<file path="src/rtl/rla_pkg.sv">
// Shared types and constants for the read leveling aligner.
// Assumes a delay setting is two bits: full-cycle enable over half-cycle enable.
package rla_pkg;
    typedef enum logic [1:0] {
        SEQ_IDLE  = 2'd0,
        SEQ_TRAIN = 2'd1,
        SEQ_DONE  = 2'd2
    } seq_state_e;

    localparam int unsigned DLY_BITS     = 2;
    localparam int unsigned MAX_ADD_HALF = 3;
endpackage

</file>
<file path="src/rtl/rla_lane_path.sv">
// One lane's delay path: capture register, optional half-cycle register,
// optional full-cycle register pair, and the shared output register.
// Assumes clk runs at half-cycle resolution; dly[0] adds one step, dly[1] adds two.
module rla_lane_path #(
    parameter int unsigned LANE_W = 8
) (
    input  logic              clk,
    input  logic              rst_n,
    input  logic [LANE_W-1:0] din,
    input  logic [1:0]        dly,
    output logic [LANE_W-1:0] cap,
    output logic [LANE_W-1:0] dout
);
    logic [LANE_W-1:0] cap_q;
    logic [LANE_W-1:0] half_q;
    logic [LANE_W-1:0] full_q1;
    logic [LANE_W-1:0] full_q2;
    logic [LANE_W-1:0] out_q;
    logic [LANE_W-1:0] half_sel;
    logic [LANE_W-1:0] full_sel;

    // Choose whether the half-cycle and full-cycle stages are in the path.
    always_comb begin
        half_sel = dly[0] ? half_q : cap_q;
        full_sel = dly[1] ? full_q2 : half_sel;
    end

    // Advance the lane pipeline by one half-cycle step.
    always_ff @(posedge clk) begin
        if (!rst_n) begin
            cap_q   <= '0;
            half_q  <= '0;
            full_q1 <= '0;
            full_q2 <= '0;
            out_q   <= '0;
        end else begin
            cap_q   <= din;
            half_q  <= cap_q;
            full_q1 <= half_sel;
            full_q2 <= full_q1;
            out_q   <= full_sel;
        end
    end

    assign cap  = cap_q;
    assign dout = out_q;

    AST_ZERO_DELAY_PATH: assert property (@(posedge clk) disable iff (!rst_n)
        (dly == 2'd0 && $past(dly) == 2'd0 && $past(rst_n)) |=> (dout == $past(din, 2)));
endmodule

</file>
<file path="src/rtl/rla_edge_detect.sv">
// Records the step at which one lane first turns from all zeros to all ones
// during training. Assumes clr is the calibration request and has priority.
module rla_edge_detect #(
    parameter int unsigned LANE_W = 8,
    parameter int unsigned CNT_W  = 7
) (
    input  logic              clk,
    input  logic              rst_n,
    input  logic              clr,
    input  logic              en,
    input  logic [LANE_W-1:0] cap,
    input  logic [CNT_W-1:0]  step,
    output logic              seen,
    output logic [CNT_W-1:0]  arr
);
    logic             prev_zero_q;
    logic             seen_q;
    logic [CNT_W-1:0] arr_q;
    logic             hit;

    // A transition is all ones now after all zeros one step earlier.
    always_comb begin
        hit = en && !seen_q && prev_zero_q && (cap == {LANE_W{1'b1}});
    end

    // Track the previous word and latch the first arrival step.
    always_ff @(posedge clk) begin
        if (!rst_n) begin
            prev_zero_q <= 1'b0;
            seen_q      <= 1'b0;
            arr_q       <= '0;
        end else if (clr) begin
            prev_zero_q <= 1'b0;
            seen_q      <= 1'b0;
            arr_q       <= '0;
        end else begin
            prev_zero_q <= (cap == '0);
            if (hit) begin
                seen_q <= 1'b1;
                arr_q  <= step;
            end
        end
    end

    assign seen = seen_q;
    assign arr  = arr_q;

    AST_SEEN_STICKY: assert property (@(posedge clk) disable iff (!rst_n)
        (seen_q && !clr) |=> seen_q);
    AST_ARRIVAL_FROZEN: assert property (@(posedge clk) disable iff (!rst_n)
        (seen_q && !clr) |=> $stable(arr_q));
endmodule

</file>
<file path="src/rtl/rla_setting_calc.sv">
// Turns recorded arrivals into per-lane delay settings: each lane is delayed
// up to the latest arrival. fit is low when any lane needs more than the max.
module rla_setting_calc #(
    parameter int unsigned NUM_LANES = 4,
    parameter int unsigned CNT_W     = 7
) (
    input  logic [NUM_LANES*CNT_W-1:0]            arr_flat,
    output logic [NUM_LANES*rla_pkg::DLY_BITS-1:0] enc,
    output logic                                  fit
);
    import rla_pkg::*;

    logic [CNT_W-1:0] latest;

    // Find the latest arrival, then each lane's distance to it.
    always_comb begin
        latest = '0;
        for (int i = 0; i < NUM_LANES; i++) begin
            if (arr_flat[i*CNT_W +: CNT_W] > latest) begin
                latest = arr_flat[i*CNT_W +: CNT_W];
            end
        end
        fit = 1'b1;
        enc = '0;
        for (int i = 0; i < NUM_LANES; i++) begin
            logic [CNT_W-1:0] gap;
            gap = latest - arr_flat[i*CNT_W +: CNT_W];
            if (gap > CNT_W'(MAX_ADD_HALF)) begin
                fit = 1'b0;
            end
            enc[i*DLY_BITS +: DLY_BITS] = gap[DLY_BITS-1:0];
        end
    end
endmodule

</file>
<file path="src/rtl/rla_cal_seq.sv">
// Calibration sequencer: runs the training window, latches settings or flags
// an error, and holds settings until reset or a new request.
// Assumes the request is a pulse; a request in any state restarts training.
module rla_cal_seq #(
    parameter int unsigned NUM_LANES   = 4,
    parameter int unsigned CAL_TIMEOUT = 64,
    parameter int unsigned CNT_W       = 7
) (
    input  logic                                  clk,
    input  logic                                  rst_n,
    input  logic                                  cal_req,
    input  logic                                  all_seen,
    input  logic                                  fit,
    input  logic [NUM_LANES*rla_pkg::DLY_BITS-1:0] enc_in,
    output logic [CNT_W-1:0]                      step,
    output logic                                  train_on,
    output logic                                  busy,
    output logic                                  done,
    output logic                                  err,
    output logic [NUM_LANES*rla_pkg::DLY_BITS-1:0] dly_out
);
    import rla_pkg::*;

    localparam logic [CNT_W-1:0] LAST_STEP = CNT_W'(CAL_TIMEOUT - 1);

    seq_state_e                       state_q;
    logic [CNT_W-1:0]                 step_q;
    logic                             busy_q;
    logic                             done_q;
    logic                             err_q;
    logic [NUM_LANES*DLY_BITS-1:0]    dly_q;

    // Sequence the training window and latch the outcome.
    always_ff @(posedge clk) begin
        if (!rst_n) begin
            state_q <= SEQ_IDLE;
            step_q  <= '0;
            busy_q  <= 1'b0;
            done_q  <= 1'b0;
            err_q   <= 1'b0;
            dly_q   <= '0;
        end else if (cal_req) begin
            state_q <= SEQ_TRAIN;
            step_q  <= '0;
            busy_q  <= 1'b1;
            done_q  <= 1'b0;
            err_q   <= 1'b0;
            dly_q   <= '0;
        end else begin
            unique case (state_q)
                SEQ_TRAIN: begin
                    step_q <= step_q + 1'b1;
                    if (all_seen) begin
                        state_q <= SEQ_DONE;
                        busy_q  <= 1'b0;
                        done_q  <= 1'b1;
                        err_q   <= !fit;
                        dly_q   <= fit ? enc_in : '0;
                    end else if (step_q == LAST_STEP) begin
                        state_q <= SEQ_DONE;
                        busy_q  <= 1'b0;
                        done_q  <= 1'b1;
                        err_q   <= 1'b1;
                        dly_q   <= '0;
                    end
                end
                default: begin
                    state_q <= state_q;
                end
            endcase
        end
    end

    assign step     = step_q;
    assign train_on = (state_q == SEQ_TRAIN);
    assign busy     = busy_q;
    assign done     = done_q;
    assign err      = err_q;
    assign dly_out  = dly_q;

    AST_REQ_CLEARS: assert property (@(posedge clk) disable iff (!rst_n)
        cal_req |=> (busy_q && !done_q && !err_q && dly_q == '0));
    AST_DONE_NOT_BUSY: assert property (@(posedge clk) disable iff (!rst_n)
        !(done_q && busy_q));
    AST_ERR_ZEROES: assert property (@(posedge clk) disable iff (!rst_n)
        err_q |-> (done_q && dly_q == '0));
    AST_TRAIN_BOUNDED: assert property (@(posedge clk) disable iff (!rst_n)
        busy_q |-> (step_q <= LAST_STEP));
    AST_SETTINGS_HELD: assert property (@(posedge clk) disable iff (!rst_n)
        (!cal_req && !busy_q) |=> $stable(dly_q));
endmodule

</file>
<file path="src/rtl/rd_level_aligner.sv">
// Per-lane read leveling aligner top. Each lane passes through its own
// programmable delay path; the calibration sequencer picks the delays from a
// zero-to-ones training burst so all lanes leave on the same step.
// Assumes clk is the half-cycle step clock and lane_din is already captured.
module rd_level_aligner #(
    parameter int unsigned NUM_LANES   = 4,
    parameter int unsigned LANE_W      = 8,
    parameter int unsigned CAL_TIMEOUT = 64
) (
    input  logic                          clk,
    input  logic                          rst_n,
    input  logic                          cal_req,
    input  logic [NUM_LANES*LANE_W-1:0]   lane_din,
    output logic [NUM_LANES*LANE_W-1:0]   aligned_dout,
    output logic [NUM_LANES*2-1:0]        lane_dly,
    output logic                          cal_busy,
    output logic                          cal_done,
    output logic                          cal_err
);
    import rla_pkg::*;

    localparam int unsigned CNT_W = $clog2(CAL_TIMEOUT + 1);

    logic [NUM_LANES*DLY_BITS-1:0] dly_set;
    logic [NUM_LANES*DLY_BITS-1:0] enc;
    logic [NUM_LANES*CNT_W-1:0]    arr_flat;
    logic [NUM_LANES-1:0]          seen_vec;
    logic [CNT_W-1:0]              step;
    logic                          train_on;
    logic                          fit;

    for (genvar g = 0; g < NUM_LANES; g++) begin : g_lane
        logic [LANE_W-1:0] cap;

        rla_lane_path #(.LANE_W(LANE_W)) u_path (
            .clk   (clk),
            .rst_n (rst_n),
            .din   (lane_din[g*LANE_W +: LANE_W]),
            .dly   (dly_set[g*DLY_BITS +: DLY_BITS]),
            .cap   (cap),
            .dout  (aligned_dout[g*LANE_W +: LANE_W])
        );

        rla_edge_detect #(.LANE_W(LANE_W), .CNT_W(CNT_W)) u_det (
            .clk   (clk),
            .rst_n (rst_n),
            .clr   (cal_req),
            .en    (train_on),
            .cap   (cap),
            .step  (step),
            .seen  (seen_vec[g]),
            .arr   (arr_flat[g*CNT_W +: CNT_W])
        );
    end

    rla_setting_calc #(.NUM_LANES(NUM_LANES), .CNT_W(CNT_W)) u_calc (
        .arr_flat (arr_flat),
        .enc      (enc),
        .fit      (fit)
    );

    rla_cal_seq #(
        .NUM_LANES   (NUM_LANES),
        .CAL_TIMEOUT (CAL_TIMEOUT),
        .CNT_W       (CNT_W)
    ) u_seq (
        .clk      (clk),
        .rst_n    (rst_n),
        .cal_req  (cal_req),
        .all_seen (&seen_vec),
        .fit      (fit),
        .enc_in   (enc),
        .step     (step),
        .train_on (train_on),
        .busy     (cal_busy),
        .done     (cal_done),
        .err      (cal_err),
        .dly_out  (dly_set)
    );

    assign lane_dly = dly_set;

    AST_DONE_NEEDS_ARRIVALS: assert property (@(posedge clk) disable iff (!rst_n)
        (cal_busy && !cal_req && $rose(cal_done) == 1'b0 && &seen_vec) |=> (cal_done || cal_req));
endmodule

</file>
<file path="config.mk">
export PLATFORM = sky130hd
export DESIGN_NAME = rd_level_aligner
export DESIGN_NICKNAME = d
export VERILOG_FILES = /design/src/rtl/rla_pkg.sv /design/src/rtl/rla_lane_path.sv /design/src/rtl/rla_edge_detect.sv /design/src/rtl/rla_setting_calc.sv /design/src/rtl/rla_cal_seq.sv /design/src/rtl/rd_level_aligner.sv
export SDC_FILE = /design/constraint.sdc
export NUM_CORES = 1
export LEC_CHECK = 0
export CORE_ASPECT_RATIO = 1.25
export CORE_MARGIN = 5
export CORE_UTILIZATION = 52
export DETAILED_ROUTE_END_ITERATION = 8
export GPL_TIMING_DRIVEN = 0
export PLACE_DENSITY = 0.79
export SLEW_MARGIN = 10
export SYNTH_ARGS = -nofsm -noshare
export SYNTH_HDL_FRONTEND = slang
export SYNTH_HIERARCHICAL = 1
export SYNTH_SLANG_ARGS = --single-unit
</file>
<file path="constraint.sdc">
create_clock -name clk -period 7.2 [get_ports clk]
set_input_delay 0.72 -clock clk [delete_from_list [all_inputs] [get_ports clk]]
set_output_delay 0.72 -clock clk [all_outputs]
set_load 0.01 [all_outputs]
</file>
==> results.toml <==
[outcome]
outcome = "complete, but fails checks"
violations = "negative setup slack"

[min_path]
hold-path-cell-count = 1
hp-start = "g_lane[2].u_path/full_q1[5]"
hold_path.class = "register to register"

[cells_and_area]
area_growth_pct = 28.5
regArea_sq_mm = 0.00431
final_cell_count_no_fill = 1280
final.fill_count = 1279
antennaDiodeCount = 0
multi_input_area_sq_mm = 0.00497
postLayoutCoreUtil_pct = 67.4
final_net_count = 1130
layout-drive-gt1-share_pct = 19.5

[detailed_routing]
vias = 6814
drt_iter0_markers = 345
firstDrtPassIters = 5
via_per_inst = 5.32
drc_errors = 0
wl_per_cell_um = 16.7
drt_wl_total_um = 21400
drtAntennaViolNets = 0

[floorplan]
ios = 78
die-width_um = 128
num_rows = 54
die_y_um = 158
coreArea_sq_mm = 0.0173
initial_core_util_pct = 52.5
die_area_sq_mm = 0.0202

[synth]
mappedNetlistArea_sq_mm = 0.00908
synth_ff_type = "dfxtp_1"
async_reset_ff_share_pct = 0
synth_top_area_cell = "dfxtp_1"
synth_edf_count = 0
yosysMostFrequentCell = "dfxtp_1"
synth_seq_cells = 214
synth_commonest_cells = "dfxtp_1 (214), nand2_1 (89), and2_1 (87)"
synth_nets = 996
syn-instance-count = 911
synth_top_cell_area_share_pct = 47.2
yosysUniqueCellTypes = 65
avgSynthCellArea_sq_um = 9.96
ys_seq_area_share_pct = 47.2
ys_warn_count = 6
synthTopCellsByArea = "dfxtp_1 (47%), mux2i_1 (8.8%), ha_1 (6.3%)"

[setup_path]
r2r_start = "g_lane[0].u_det/arr[0]"
worstPathRequired_ns = 7.61
max_stage_delay_ns = 0.44
crit_start = "g_lane[0].u_det/arr[0]"
path_max_fanout = 8
cp.arrival_ns = 7.87
critPathKind = "register to register"
slowest_stage = "a2111oi_4"
end_kind = "register"
reg2reg_depth = 35
worstSetupStartpointType = "register"

[timing]
relSlewSlack_pct = 52.8
report.final.slew_viol_count = 0
tightest_slew_ns = 0.708
fin_crit_sh_pct = 104
setup_viol = 8
rsz0062_at_grt = "yes"
min_period_ns = 7.46
setup_ws_ns = -0.261
clock_skew_ns = 0.00703
hold_viol_final = 0
hold_slack_ns = 0.432
fin_tns_setup_ns = -1.94
max_freq_mhz = 134

[grt]
groute.usage.overall_pct = 20.4
grt_overflow = 0
antenna_found_initial = 0
grt_pass1_wl_um = 33700
grt_pass1_vias = 6744
grt_max_degree = 37

[power_and_ir_drop]
p_per_area_mw_per_mm2 = 202
peakVddDrop_uv = 114
p_leak_nw = 4.55

[clock_tree]
cts_tree = "built"
cts_buffers = 19
clock_sinks = 214
clk_pin_slew_ns = 0.06
htreeDepth = 1
clockBufferDepth = 3
worstSkewPairLatency_ns = 0.48
cts_hold_buf = 0
cts_root_buffer = "clkbuf_16"

[place]
dpl.cell_count = 1212
post-place-ws_ns = -1.30
post-dp-hpwl_um = 14100
numPortBuffers = 77
place_congestion = 0.852

[job]
maxCapViolCount = 0
placed cells by master, fill, tap and decap left out, types with 11 or more instances in the layout:
master / synthesis / routed
inv_2: 8 / 11
clkbuf_16: 0 / 19
o21a_1: 12 / 12
ha_4: 0 / 13
nor2b_1: 47 / 45
mux2i_1: 80 / 72
nand2_1: 89 / 85
clkdlybuf4s50_1: 0 / 76
ha_1: 46 / 33
clkbuf_1: 15 / 15
a211oi_1: 35 / 34
a21oi_1: 17 / 15
buf_4: 5 / 35
o21ai_0: 18 / 11
nor2_1: 42 / 41
and2_2: 13 / 13
inv_1: 50 / 46
dfxtp_1: 214 / 202
and2_1: 87 / 86
cell type report:
class / count / share of cell area [%]
multi-input cells: 610 / 42.6
well taps: 224 / 2.40
clock inverters: 8 / 0.826
inverters: 58 / 1.89
clock buffers: 24 / 4.58
plain buffers: 28 / 1.46
flip-flops and latches: 214 / 37.0
repair buffers: 114 / 9.29
through the flow:
step	instance area (sq um)	total power, mW
5_1_grt	11700	2.44
3_3_place_gp	10100	1.37
4_1_cts	11300	2.38
2_1_floorplan	9080	1.31
6_report	11700	2.36
3_5_place_dp	10100	1.37
flip-flops by register name, indices dropped and copies added, names as in the netlist:
name,cells
g_lane.u_path/cap,32
g_lane.u_path/dout,32
g_lane.u_path/full_q1,32
g_lane.u_path/full_q2,32
g_lane.u_path/half_q,32
g_lane.u_det/arr,28
u_seq/dly_out,8
u_seq/step,7
g_lane.u_det/prev_zero_q,4
g_lane.u_det/seen,4
u_seq/state_q,2
u_seq/err,1
repair_timing:
item                                   in CTS  in global routing
pin swaps                                  15                 13
setup endpoints to repair                   9                  9
endpoints found under the hold margin       0                  0
cloned                                      1                  0
setup buffers                              24                 12
resized for setup                          82                 49
worst paths after layout:
check,end,slack [ns]
worst min-delay path,g_lane[2].u_path/full_q2[5],0.43
worst max-delay path,u_seq/dly_out[6],-0.26
worst max register to register,u_seq/dly_out[6],-0.26
worst min register to register,g_lane[2].u_path/full_q2[5],0.43
critical path: cells and delay by family (launching register included):
kind | cells | cell delay, ns
muxes | 5 | 1.10
buffers and inverters | 4 | 0.57
DFF | 1 | 0.39
and+or+nand+nor | 9 | 1.95
adders and majority gates | 5 | 1.24
AOI/OAI and AO/OA | 12 | 2.14
power by group:
part           internal [mW]  switching [mW]  total (mW)
clock network          0.599           0.422        1.02
registers               1.22          0.0188        1.24
logic                 0.0544          0.0492       0.104
kinds of logic (layout without fill, tap and decap cells):
family                   count (synthesis)  count (layout)  share of synthesized area (%)
XOR/XNOR                                 8               8                          0.855
AND/OR/NAND/NOR                        349             349                           21.7
adder cells (fa/ha/maj)                 50              50                           7.22
flip-flops                             214             214                           47.2
multiplexers                            87              87                           9.69
AO/OA/AOI/OAI                          116             116                           9.17
buffers and inverters                   87             232                           4.19
metal layers:
metal  GRT usage, %  part of all wire, %  up-vias
met5              0                    0        -
met4           6.02                  2.5        0
met3           3.07                  4.0       37
met2           38.0                   53      155
met1           24.2                   41     3259
li1               -                    -     3363
Power figures use the tool's default switching activity.
